$ cat config.mk
export PLATFORM = sky130hd
export DESIGN_NAME = bit_proc
export DESIGN_NICKNAME = d
export VERILOG_FILES = /design/src/rtl/bp_pkg.sv /design/src/rtl/bp_decode.sv /design/src/rtl/bp_carry_unit.sv /design/src/rtl/bp_latch_file.sv /design/src/rtl/bit_proc.sv
export SDC_FILE = /design/constraint.sdc
export NUM_CORES = 1
export LEC_CHECK = 0
export ABC_AREA = 1
export BUFFER_PORTS_ARGS = -buffer_cell sky130_fd_sc_hd__buf_2
export CAP_MARGIN = 20
export CORE_UTILIZATION = 44
export CTS_CLUSTER_SIZE = 24
export DETAILED_ROUTE_END_ITERATION = 10
export GPL_TIMING_DRIVEN = 1
export PLACE_DENSITY = 0.67
export SLEW_MARGIN = 20
export SYNTH_ARGS = -nofsm -noshare
export SYNTH_HDL_FRONTEND = slang
export SYNTH_SLANG_ARGS = --single-unit
$ cat constraint.sdc
create_clock -name clk -period 2.5 [get_ports clk]
set_clock_uncertainty 0.15 [all_clocks]
set_input_delay 0.5 -clock clk [delete_from_list [all_inputs] [get_ports clk]]
set_output_delay 0.5 -clock clk [all_outputs]
set_load 0.03 [all_outputs]
$ cat src/rtl/bp_pkg.sv
package bp_pkg;

  typedef enum logic [3:0] {
    OP_NOP    = 4'd0,
    OP_CLR_C  = 4'd1,
    OP_SET_C  = 4'd2,
    OP_CPL_C  = 4'd3,
    OP_CLR_B  = 4'd4,
    OP_SET_B  = 4'd5,
    OP_CPL_B  = 4'd6,
    OP_AND_C  = 4'd7,
    OP_ANDN_C = 4'd8,
    OP_OR_C   = 4'd9,
    OP_ORN_C  = 4'd10,
    OP_LD_C   = 4'd11,
    OP_ST_C   = 4'd12
  } bp_op_e;

  typedef enum logic [2:0] {
    CF_KEEP, CF_ZERO, CF_ONE, CF_INV, CF_AND, CF_OR, CF_LOAD
  } carry_fn_e;

  typedef enum logic [2:0] {
    BF_NONE, BF_ZERO, BF_ONE, BF_INV, BF_CARRY
  } bit_fn_e;

  typedef struct packed {
    carry_fn_e cfn;
    bit_fn_e   bfn;
    logic      inv_src;
    logic      two_cyc;
  } bp_ctrl_t;

endpackage

$ cat src/rtl/bp_decode.sv
module bp_decode
  import bp_pkg::*;
(
  input  logic [3:0] op_i,
  output bp_ctrl_t   ctrl_o
);

  always_comb begin
    ctrl_o = '{cfn: CF_KEEP, bfn: BF_NONE, inv_src: 1'b0, two_cyc: 1'b0};
    case (bp_op_e'(op_i))
      OP_CLR_C:  ctrl_o.cfn = CF_ZERO;
      OP_SET_C:  ctrl_o.cfn = CF_ONE;
      OP_CPL_C:  ctrl_o.cfn = CF_INV;
      OP_CLR_B:  ctrl_o.bfn = BF_ZERO;
      OP_SET_B:  ctrl_o.bfn = BF_ONE;
      OP_CPL_B:  ctrl_o.bfn = BF_INV;
      OP_AND_C:  begin ctrl_o.cfn = CF_AND; ctrl_o.two_cyc = 1'b1; end
      OP_ANDN_C: begin ctrl_o.cfn = CF_AND; ctrl_o.inv_src = 1'b1; ctrl_o.two_cyc = 1'b1; end
      OP_OR_C:   begin ctrl_o.cfn = CF_OR;  ctrl_o.two_cyc = 1'b1; end
      OP_ORN_C:  begin ctrl_o.cfn = CF_OR;  ctrl_o.inv_src = 1'b1; ctrl_o.two_cyc = 1'b1; end
      OP_LD_C:   ctrl_o.cfn = CF_LOAD;
      OP_ST_C:   begin ctrl_o.bfn = BF_CARRY; ctrl_o.two_cyc = 1'b1; end
      default:   ctrl_o.cfn = CF_KEEP;
    endcase
  end

endmodule

$ cat src/rtl/bp_carry_unit.sv
module bp_carry_unit
  import bp_pkg::*;
(
  input  carry_fn_e fn_i,
  input  logic      carry_i,
  input  logic      src_i,
  output logic      carry_o
);

  always_comb begin
    case (fn_i)
      CF_ZERO: carry_o = 1'b0;
      CF_ONE:  carry_o = 1'b1;
      CF_INV:  carry_o = ~carry_i;
      CF_AND:  carry_o = carry_i & src_i;
      CF_OR:   carry_o = carry_i | src_i;
      CF_LOAD: carry_o = src_i;
      default: carry_o = carry_i;
    endcase
  end

endmodule

$ cat src/rtl/bp_latch_file.sv
module bp_latch_file
  import bp_pkg::*;
#(
  parameter int NBYTES = 4,
  parameter int BYTE_W = 8,
  localparam int SEL_W = (NBYTES > 1) ? $clog2(NBYTES) : 1,
  localparam int BIT_W = $clog2(BYTE_W)
) (
  input  logic                     clk,
  input  logic                     rst,
  input  logic                     en_i,
  input  bit_fn_e                  fn_i,
  input  logic [SEL_W-1:0]         sel_i,
  input  logic [BIT_W-1:0]         bit_i,
  input  logic                     carry_i,
  output logic [NBYTES*BYTE_W-1:0] latch_o
);

  logic [BYTE_W-1:0] cur_byte;
  logic              new_bit;

  // Rewrite value comes from the held latch, never from the pins.
  assign cur_byte = latch_o[sel_i*BYTE_W +: BYTE_W];

  always_comb begin
    case (fn_i)
      BF_ZERO:  new_bit = 1'b0;
      BF_ONE:   new_bit = 1'b1;
      BF_INV:   new_bit = ~cur_byte[bit_i];
      BF_CARRY: new_bit = carry_i;
      default:  new_bit = cur_byte[bit_i];
    endcase
  end

  for (genvar k = 0; k < NBYTES; k++) begin : g_byte
    logic [BYTE_W-1:0] byte_q;
    always_ff @(posedge clk) begin
      if (rst) begin
        byte_q <= '1;
      end else if (en_i && (fn_i != BF_NONE) && (sel_i == SEL_W'(k))) begin
        byte_q[bit_i] <= new_bit;
      end
    end
    assign latch_o[k*BYTE_W +: BYTE_W] = byte_q;
  end

endmodule

$ cat src/rtl/bit_proc.sv
module bit_proc
  import bp_pkg::*;
#(
  parameter int NBYTES = 4,
  parameter int BYTE_W = 8,
  localparam int SEL_W = (NBYTES > 1) ? $clog2(NBYTES) : 1,
  localparam int BIT_W = $clog2(BYTE_W),
  localparam int TOT_W = NBYTES * BYTE_W
) (
  input  logic             clk,
  input  logic             rst,
  input  logic             cmd_valid_i,
  input  logic [3:0]       cmd_op_i,
  input  logic [SEL_W-1:0] cmd_byte_i,
  input  logic [BIT_W-1:0] cmd_bit_i,
  input  logic [TOT_W-1:0] pin_i,
  output logic             ready_o,
  output logic             carry_o,
  output logic [TOT_W-1:0] latch_o
);

  bp_ctrl_t          cmd_ctrl;
  logic [BYTE_W-1:0] pin_byte;
  logic              cmd_src;
  logic              issue;

  logic              pend_q;
  bp_ctrl_t          pend_ctrl_q;
  logic [SEL_W-1:0]  pend_sel_q;
  logic [BIT_W-1:0]  pend_bit_q;
  logic              pend_src_q;

  logic              ex_en;
  bp_ctrl_t          ex_ctrl;
  logic [SEL_W-1:0]  ex_sel;
  logic [BIT_W-1:0]  ex_bit;
  logic              ex_src;
  logic              carry_q;
  logic              carry_nxt;

  bp_decode u_dec (
    .op_i   (cmd_op_i),
    .ctrl_o (cmd_ctrl)
  );

  // Read-only sources come from the pins.
  assign pin_byte = pin_i[cmd_byte_i*BYTE_W +: BYTE_W];
  assign cmd_src  = pin_byte[cmd_bit_i] ^ cmd_ctrl.inv_src;
  assign issue    = cmd_valid_i & ~pend_q;

  always_ff @(posedge clk) begin
    if (rst) begin
      pend_q      <= 1'b0;
      pend_ctrl_q <= '{cfn: CF_KEEP, bfn: BF_NONE, inv_src: 1'b0, two_cyc: 1'b0};
      pend_sel_q  <= '0;
      pend_bit_q  <= '0;
      pend_src_q  <= 1'b0;
    end else if (pend_q) begin
      pend_q <= 1'b0;
    end else if (issue && cmd_ctrl.two_cyc) begin
      pend_q      <= 1'b1;
      pend_ctrl_q <= cmd_ctrl;
      pend_sel_q  <= cmd_byte_i;
      pend_bit_q  <= cmd_bit_i;
      pend_src_q  <= cmd_src;
    end
  end

  always_comb begin
    if (pend_q) begin
      ex_en   = 1'b1;
      ex_ctrl = pend_ctrl_q;
      ex_sel  = pend_sel_q;
      ex_bit  = pend_bit_q;
      ex_src  = pend_src_q;
    end else begin
      ex_en   = issue & ~cmd_ctrl.two_cyc;
      ex_ctrl = cmd_ctrl;
      ex_sel  = cmd_byte_i;
      ex_bit  = cmd_bit_i;
      ex_src  = cmd_src;
    end
  end

  bp_carry_unit u_carry (
    .fn_i    (ex_ctrl.cfn),
    .carry_i (carry_q),
    .src_i   (ex_src),
    .carry_o (carry_nxt)
  );

  always_ff @(posedge clk) begin
    if (rst) begin
      carry_q <= 1'b0;
    end else if (ex_en) begin
      carry_q <= carry_nxt;
    end
  end

  bp_latch_file #(.NBYTES(NBYTES), .BYTE_W(BYTE_W)) u_latch (
    .clk     (clk),
    .rst     (rst),
    .en_i    (ex_en),
    .fn_i    (ex_ctrl.bfn),
    .sel_i   (ex_sel),
    .bit_i   (ex_bit),
    .carry_i (carry_q),
    .latch_o (latch_o)
  );

  assign ready_o = ~pend_q;
  assign carry_o = carry_q;

endmodule

==> results of run 1 <==
metal layers:
layer	share of wire	vias to the layer above	global-route usage
li1	-	1886	-
met1	0.46	1587	0.304
met2	0.46	110	0.399
met3	0.060	10	0.0336
met4	0.016	0	0.0601
met5	0	-	0
worst max-delay path by stage:
stage | cells past startpoint | slack (ps) | startpoint | endpoint
floorplan | 16 | 390 | cmd_byte_i[0] | u_latch.g_byte[3].byte_q[2]
global route | 14 | 70 | cmd_op_i[2] | u_latch.g_byte[2].byte_q[0]
global placement | 13 | 40 | cmd_op_i[0] | u_latch.g_byte[2].byte_q[0]
detailed placement | 14 | -60 | cmd_op_i[2] | u_latch.g_byte[2].byte_q[0]
CTS | 16 | 100 | pend_q | u_latch.g_byte[1].byte_q[7]
finish | 14 | 210 | cmd_op_i[2] | u_latch.g_byte[2].byte_q[0]
area by class of cell:
type | count | share of cell area
clock inverters | 1 | 0.00743
flip-flops and latches | 46 | 0.228
inverters | 82 | 0.0774
well taps | 99 | 0.0306
multi-input cells | 396 | 0.463
clock buffers | 7 | 0.0189
repair buffers | 115 | 0.175
cell usage in the layout (no fill, tap or decap), types with 2 or more instances in the layout:
master,count
nand2_2,4
nand3_2,31
inv_1,78
buf_4,35
nand3_1,39
buf_2,77
buf_12,3
clkbuf_8,5
nor2_1,54
a21oi_1,40
nand2_1,194
inv_2,2
o211ai_1,2
and2_1,2
inv_4,2
dfxtp_1,45
clkbuf_1,2
o21ai_0,17
o21ai_2,4
nor2_2,4
through the flow:
| stage | hold WS, ps | std cells | setup WS, ps |
|---|---|---|---|
| finish | 289 | 746 | 208 |
| global route | 318 | 746 | 66.7 |
| CTS | 293 | 746 | 103 |
| detailed placement | 281 | 738 | -55.7 |
| global placement | 279 | 738 | 39.7 |
| floorplan | 269 | 546 | 394 |
report_power, final:
part           internal (mW)  switching [mW]  total [mW]  leakage, nW
clock network          0.300           0.253       0.553       0.0524
registers              0.746         0.00911       0.755        0.374
logic                  0.158           0.299       0.457         1.42
total                   1.20           0.561        1.76         1.84
kinds of logic after synthesis:
family / synth area share
AND/OR/NAND/NOR: 0.461
AO/OA/AOI/OAI: 0.106
flip-flops: 0.280
buffers and inverters: 0.153
critical path, delay by kind of cell:
family	cells	cell delay, ps
buf+inv	4	340
simple gates	8	1120
compound gates	2	380
sequential cells by signal, summed over array words and instances, names as in the netlist:
register and count:
pend_q 1, pend_bit_q 3, pend_ctrl_q 6, carry_o 1, pend_sel_q 2, u_latch.g_byte.byte_q 32, pend_src_q 1
what timing repair did:
action / CTS / global route
gates resized for setup: 0 / 2
hold buffers: 0 / 0
setup buffers: 0 / 0
hold endpoints to repair: 0 / 0
endpoints found under the setup margin: 0 / 29
==> flow_summary.ini, run 1 <==
[timing]
fin_crit_sh = 0.917
grt_setup_unrepaired = no
fmax_ghz = 0.436
finalSetupTns_ps = 0
slew_violations = 0
finalSetupViolCount = 0
worst_slew_pin_slew_ps = 429
finalCriticalPeriod_ps = 2290
final_hold_viol_count = 0
relSlewSlack = 0.714

[setup_path]
crit_path_start_kind = input pin
rr_endpoint = u_latch.g_byte[1].byte_q[7]
critical_path.max_fanout = 8
r2r-start = pend_q
cp_slowest_stage_delay_ps = 280
ff2ff_path_depth = 18
required_ps = 2550
r2r_slack_ps = 290
arrival_ps = 2340
end_kind = register
crit_chain = buf_2 > inv_1 > nor2_1 > nand3_1 > o21ai_0 > nor2_1 > nand2_1 > nand2_1 > inv_1 > nand2_1 > nor2_1 > inv_1 > a21oi_1 > nand2_1
cp_slowest_cell = nand2_1
crit_top_cell = nand2_1
critPathKind = input pin to register

[synthesis]
syn_area_per_cell_um2 = 6.03
synth_top_flop_cell = dfxtp_1
synth.top_cell.area_share = 0.280
synth_edf_count = 0
ys_ff_latch = 46
syn_nets = 590
netlist_area_um2 = 3290
synthDistinctLibCells = 25
synthTopCellsByCount = nand2_1, inv_1, nor2_1, dfxtp_1, a21oi_1
synth-async-reset-ratio = 0
yosys.area.top_type = dfxtp_1
yosysMostFrequentCell = nand2_1
synth_area_leaders = dfxtp_1, nand2_1, nand3_2, inv_1, nor2_1
seq_area_frac_synth = 0.280
synthCells = 546
yosysWarnings = 0

[finish]
regArea_um2 = 922
num-fill-cells = 774
final_cell_area_um2 = 4040
utilization = 0.558
final_nets = 690
drive_gt1_frac = 0.263
area_growth_pct = 22.7
insertedDiodeCount = 0
multi_input_area_um2 = 1870

[global_routing]
grt_pass1_vias = 3178
grt_max_degree = 36
grt.overflow.total = 0
antenna_found_initial = 0
grt_pass1_wl_um = 14200
grt_util_all_layers = 0.232

[routing]
totalWireLength_um = 8730
vias = 3593
vias_per_cell = 4.82
drt-initial-drc-count = 159
antenna_left = 0
routedWlPerCell_um = 11.7
drtPass1Iterations = 4
drc_errors = 0

[cts]
cts.sinks = 46
clk_latency_ps = 310
cts-root-buf = clkbuf_8
cts_tree = built
path_clk_slew_ps = 80
numCtsBuffers = 5
htreeDepth = 2
clockBufferDepth = 2

[die]
coreArea_um2 = 7250
initial_core_util = 0.454
rows = 31
fp.dieH_um = 88.5
pin_count = 78
die-area_um2 = 7840
dieWidth_um = 88.5

[pwr]
p_leak_nw = 1.84
vdd_drop_max_uv = 275
cellPowerDensity_nw_per_um2 = 436
power.total_mw = 1.76

[min_path]
hold_end = pend_ctrl_q[3]
worstHoldStart = pend_ctrl_q[3]
hold_path_class = register to register
hold-path-cell-count = 2

[placement]
post-dp-hpwl_um = 6550
port_buffers = 77
post_dp_cell_area_um2 = 3930
gp_congestion = 0.891

[outcome]
status = completed

[flow_run]
maxCapViolCount = 0
Power figures use the tool's default switching activity.
==> inputs of run 2 (changes only) <==
--- a/config.mk
+++ b/config.mk
@@ -13,6 +13,7 @@
 export DETAILED_ROUTE_END_ITERATION = 10
 export GPL_TIMING_DRIVEN = 1
 export PLACE_DENSITY = 0.67
+export RECOVER_POWER = 100
 export SLEW_MARGIN = 20
 export SYNTH_ARGS = -nofsm -noshare
 export SYNTH_HDL_FRONTEND = slang
==> flow_summary.ini, run 2 (synthesis gave the netlist of run 1 again) <==
[cts]
cts-root-buf = clkbuf_8
cts.repair.resized = 0
cts_tree = built
cts.sinks = 46
clockBufferDepth = 2
post_cts.repair.setup_buffers = 0
numCtsBuffers = 5
htreeDepth = 2
clk_latency_ps = 300
cts_hold_buf = 0
path_clk_slew_ps = 90

[timing]
whs_ps = 289
fin_crit_sh = 0.910
slew_violations = 0
layout_setup_ws_ps = 225
finalSetupViolCount = 0
finalCriticalPeriod_ps = 2280
final_hold_viol_count = 0
worst_slew_pin_slew_ps = 404
fmax_ghz = 0.440
relSlewSlack = 0.728
grt_setup_unrepaired = no

[setup_path]
crit_top_cell = nand2_1
cp_slowest_cell = dfxtp_2
r2r_slack_ps = 220
critPathKind = register to register
crit_family = simple AND/OR/NAND/NOR gates
end_kind = register
cp_slowest_stage_delay_ps = 410
cp_num_buf_inv = 3
required_ps = 2610
arrival_ps = 2380
crit_path_start_kind = register
crit_chain = inv_2 > nand2_2 > nand2_2 > buf_4 > nand2_1 > nand2_1 > nand2_1 > nand3_1 > nand2_1 > nand2_1 > nor2_1 > nand2_1 > nand2_1 > nand2_2 > nand2_4 > buf_12 > nand3_1 > nand2_1
critical_path.max_fanout = 16

[placement]
dp_slack_ps = -55.7
port_buffers = 77
post-dp-hpwl_um = 6550
gp_congestion = 0.891

[routing]
vias = 3605
drtPass1Iterations = 5
drt-initial-drc-count = 179
totalWireLength_um = 8800
vias_per_cell = 4.83
routedWlPerCell_um = 11.8
antenna_left = 0
drc_errors = 0

[global_routing]
grt_pass1_vias = 3178
grt_max_degree = 36
grt_util_all_layers = 0.232
grt_pass1_wl_um = 14200
antenna_found_initial = 0
grt.overflow.total = 0

[die]
initial_core_util = 0.454
pin_count = 78
fp.dieH_um = 88.5
rows = 31
coreArea_um2 = 7250
die-area_um2 = 7840
dieWidth_um = 88.5

[finish]
top_register = u_latch.g_byte.byte_q
largest_reg_flops = 32
area_growth_pct = 18.4
reg_top3 = u_latch.g_byte.byte_q: 32 flops, pend_ctrl_q: 6 flops, pend_bit_q: 3 flops
final_nets = 690
insertedDiodeCount = 0
drive_gt1_frac = 0.179
final_cell_mix = nand2_1, inv_1, nand3_1, nor2_1, dfxtp_1
num-fill-cells = 806
layout_commonest_cell = nand2_1

[outcome]
status = completed

[min_path]
hold_path_class = register to register

[pwr]
p_leak_nw = 1.80
cellPowerDensity_nw_per_um2 = 446
vdd_drop_max_uv = 266

[flow_run]
maxCapViolCount = 0
-- run 2: cell count changes in the layout (fill, tap and decap cells not counted) --
cell      previous run  this run
buf_2               77        44
nand3_1             39        59
nor2_1              54        55
nor2_2               4         3
clkbuf_1             2        35
nand3_2             31        11
-- run 2: path summary, 6_finish.rpt --
| kind | cells after the start | end | from |
|---|---|---|---|
| max | 18 | u_latch.g_byte[0].byte_q[4] | pend_q |
| min | 2 | pend_ctrl_q[3] | pend_ctrl_q[3] |
| max reg2reg | 18 | u_latch.g_byte[0].byte_q[4] | pend_q |
| min reg2reg | 2 | pend_ctrl_q[3] | pend_ctrl_q[3] |
-- run 2: layout make-up --
| cell class | count | area, um2 | share of cell area |
|---|---|---|---|
| Multi-Input combinational cell | 396 | 1770 | 0.453 |
| Sequential cell | 46 | 922 | 0.236 |
| Clock buffer | 7 | 76.3 | 0.0196 |
| Timing Repair Buffer | 115 | 667 | 0.171 |
| Clock inverter | 1 | 30.0 | 0.00770 |
| Inverter | 82 | 313 | 0.0802 |
| Tap cell | 99 | 124 | 0.0318 |
-- run 2: where the power goes --
group          internal (mW)  total, mW  switching (mW)
sequential             0.746      0.755         0.00922
clock                  0.299      0.549           0.250
combinational          0.154      0.436           0.282
total                   1.20       1.74           0.541
-- run 2: metrics by stage --
stage           util  power (mW)  area (um2)  setup TNS [ps]  cells
2_1_floorplan      -        1.11        3290               0    546
3_3_place_gp   0.542        1.22        3930               0    738
3_5_place_dp   0.542        1.23        3930            -290    738
4_1_cts        0.557        1.78        4040               0    746
5_1_grt        0.538        1.83        3900               0    746
6_report       0.538        1.74        3900               0    746
-- run 2: metal layers --
| metal | wire [um] | track usage |
|---|---|---|
| met1 | 4150 | 0.304 |
| met2 | 4060 | 0.399 |
| met3 | 467 | 0.0336 |
| met4 | 125 | 0.0601 |
| met5 | 0 | 0 |
-- run 2: worst reg2reg max path: cells and delay by family, from the launching register on --
kind,cells,cell delay (ps)
buffers and inverters,3,430
DFF,1,410
and+or+nand+nor,15,1270
==> inputs of run 3 (changes only) <==
--- a/config.mk
+++ b/config.mk
@@ -8,11 +8,11 @@
 export ABC_AREA = 1
 export BUFFER_PORTS_ARGS = -buffer_cell sky130_fd_sc_hd__buf_2
 export CAP_MARGIN = 20
+export CORE_MARGIN = 2
 export CORE_UTILIZATION = 44
-export CTS_CLUSTER_SIZE = 24
 export DETAILED_ROUTE_END_ITERATION = 10
 export GPL_TIMING_DRIVEN = 1
-export PLACE_DENSITY = 0.67
+export PLACE_DENSITY_LB_ADDON = 0.12
 export RECOVER_POWER = 100
 export SLEW_MARGIN = 20
 export SYNTH_ARGS = -nofsm -noshare
==> flow_summary.ini, run 3 (synthesis gave the netlist of run 1 again) <==
[die]
pin_count = 78
die-area_um2 = 8200
dieWidth_um = 90.5
fp.dieH_um = 90.5
initial_core_util = 0.454
coreArea_um2 = 7250
rows = 31

[setup_path]
required_ps = 2600
critical_path.max_fanout = 9
end_kind = register
critPathKind = register to register
crit_path_start_kind = register
arrival_ps = 2350

[cts]
cts.sinks = 46
path_clk_slew_ps = 90
post_cts.repair.setup_buffers = 0
numCtsBuffers = 5
clockBufferDepth = 2
htreeDepth = 2
cts-root-buf = clkbuf_8
cts_tree = built
cts_hold_buf = 0
clk_latency_ps = 300

[finish]
insertedDiodeCount = 0
final_cell_mix = nand2_1, inv_1, nor2_1, nand3_1, dfxtp_1
top_register = u_latch.g_byte.byte_q
area_growth_pct = 20.4
largest_reg_flops = 32
reg_top3 = u_latch.g_byte.byte_q: 32 flops, pend_ctrl_q: 6 flops, pend_bit_q: 3 flops
layout_commonest_cell = nand2_1
final_nets = 697
drive_gt1_frac = 0.194
utilization = 0.547

[global_routing]
use_met1 = 0.304
grt_pass1_wl_um = 15500
use_met2 = 0.370
grt_pass1_vias = 3408
met3_usage = 0.0359
grt.overflow.total = 0
grt_util_all_layers = 0.225
antenna_found_initial = 0
grt_max_degree = 20
grt_most_used_layer = met2

[pwr]
seqPwrFrac = 0.442
vdd_drop_max_uv = 244
pwr-share-clk = 0.284
cellInternalPower_mw = 1.15
p_leak_nw = 1.83
cellPowerDensity_nw_per_um2 = 431
switching_power_uw = 561
combPwrFrac = 0.274
switching_share = 0.328

[placement]
post-dp-hpwl_um = 6710
dp_slack_ps = -45.6
port_buffers = 77
gp_congestion = 0.925

[routing]
vias = 3614
totalWireLength_um = 8960
vias_per_cell = 4.80
drc_errors = 0
drtPass1Iterations = 7
antenna_left = 0
routedWlPerCell_um = 11.9
drt-initial-drc-count = 193

[timing]
relSlewSlack = 0.734
worst_slew_pin_slew_ps = 395
finalSetupViolCount = 0
grt_setup_unrepaired = no
fin_crit_sh = 0.899
final_hold_viol_count = 0
layout_setup_ws_ps = 253
finalSetupTns_ps = 0
slew_violations = 0
finalCriticalPeriod_ps = 2250
fmax_ghz = 0.445

[outcome]
status = completed

[min_path]
hold_path_class = register to register

[flow_run]
maxCapViolCount = 0
-- run 3: worst paths after layout --
path / end / start / slack [ps] / cells after the start
worst max-delay path: u_latch.g_byte[3].byte_q[7] / pend_q / 250 / 18
worst max register to register: u_latch.g_byte[3].byte_q[7] / pend_q / 250 / 18
worst min-delay path: pend_ctrl_q[2] / pend_ctrl_q[2] / 290 / 2
worst min register to register: pend_ctrl_q[2] / pend_ctrl_q[2] / 290 / 2
-- run 3: repair_timing --
item                                    in CTS  in global routing
hold endpoints to repair                     0                  0
endpoints found under the setup margin       0                 19
gates resized for setup                      0                  1
-- run 3: critical path, cell delays in order, from the launching register on --
cell	delay (ps)
dfxtp_2	450
inv_2	70
nand2_1	70
nand2_2	100
buf_4	200
nand2_1	60
nand2_1	60
nand2_1	60
nand3_1	60
nand2_1	60
nand2_1	40
nor2_1	180
nand2_1	90
nand2_1	70
nand2_2	60
nand2_4	90
clkbuf_2	180
nand3_1	80
nand2_1	60
-- run 3: power groups by stage --
| stage | Clock, mW | Sequential [mW] | Combinational (mW) |
|---|---|---|---|
| 5_1_grt | 0.523 | 0.757 | 0.524 |
| 3_3_place_gp | 0 | 0.772 | 0.483 |
| 4_1_cts | 0.494 | 0.755 | 0.491 |
| 2_1_floorplan | 0 | 0.779 | 0.327 |
| 6_report | 0.485 | 0.756 | 0.469 |
| 3_5_place_dp | 0 | 0.772 | 0.489 |
-- run 3: layer usage --
| layer | part of all wire | wire, um |
|---|---|---|
| met1 | 0.48 | 4270 |
| met2 | 0.44 | 3980 |
| met3 | 0.069 | 616 |
| met4 | 0.0097 | 87 |
| met5 | 0 | 0 |
-- run 3: metrics by stage --
step,cell area [um2],hold slack [ps],std cells,total power [mW]
detailed placement,4000,281,745,1.26
floorplan,3290,269,546,1.11
global placement,4000,280,745,1.26
finish,3970,293,753,1.71
CTS,4090,296,753,1.74
global route,3970,328,753,1.80
-- run 3: area by class of cell --
type | count | area (um2)
clock buffers | 7 | 86.3
clock inverters | 1 | 5.00
fillers | 786 | 3290
inverters | 82 | 313
multi-input cells | 396 | 1790
flip-flops and latches | 46 | 922
well taps | 99 | 124
repair buffers | 122 | 729
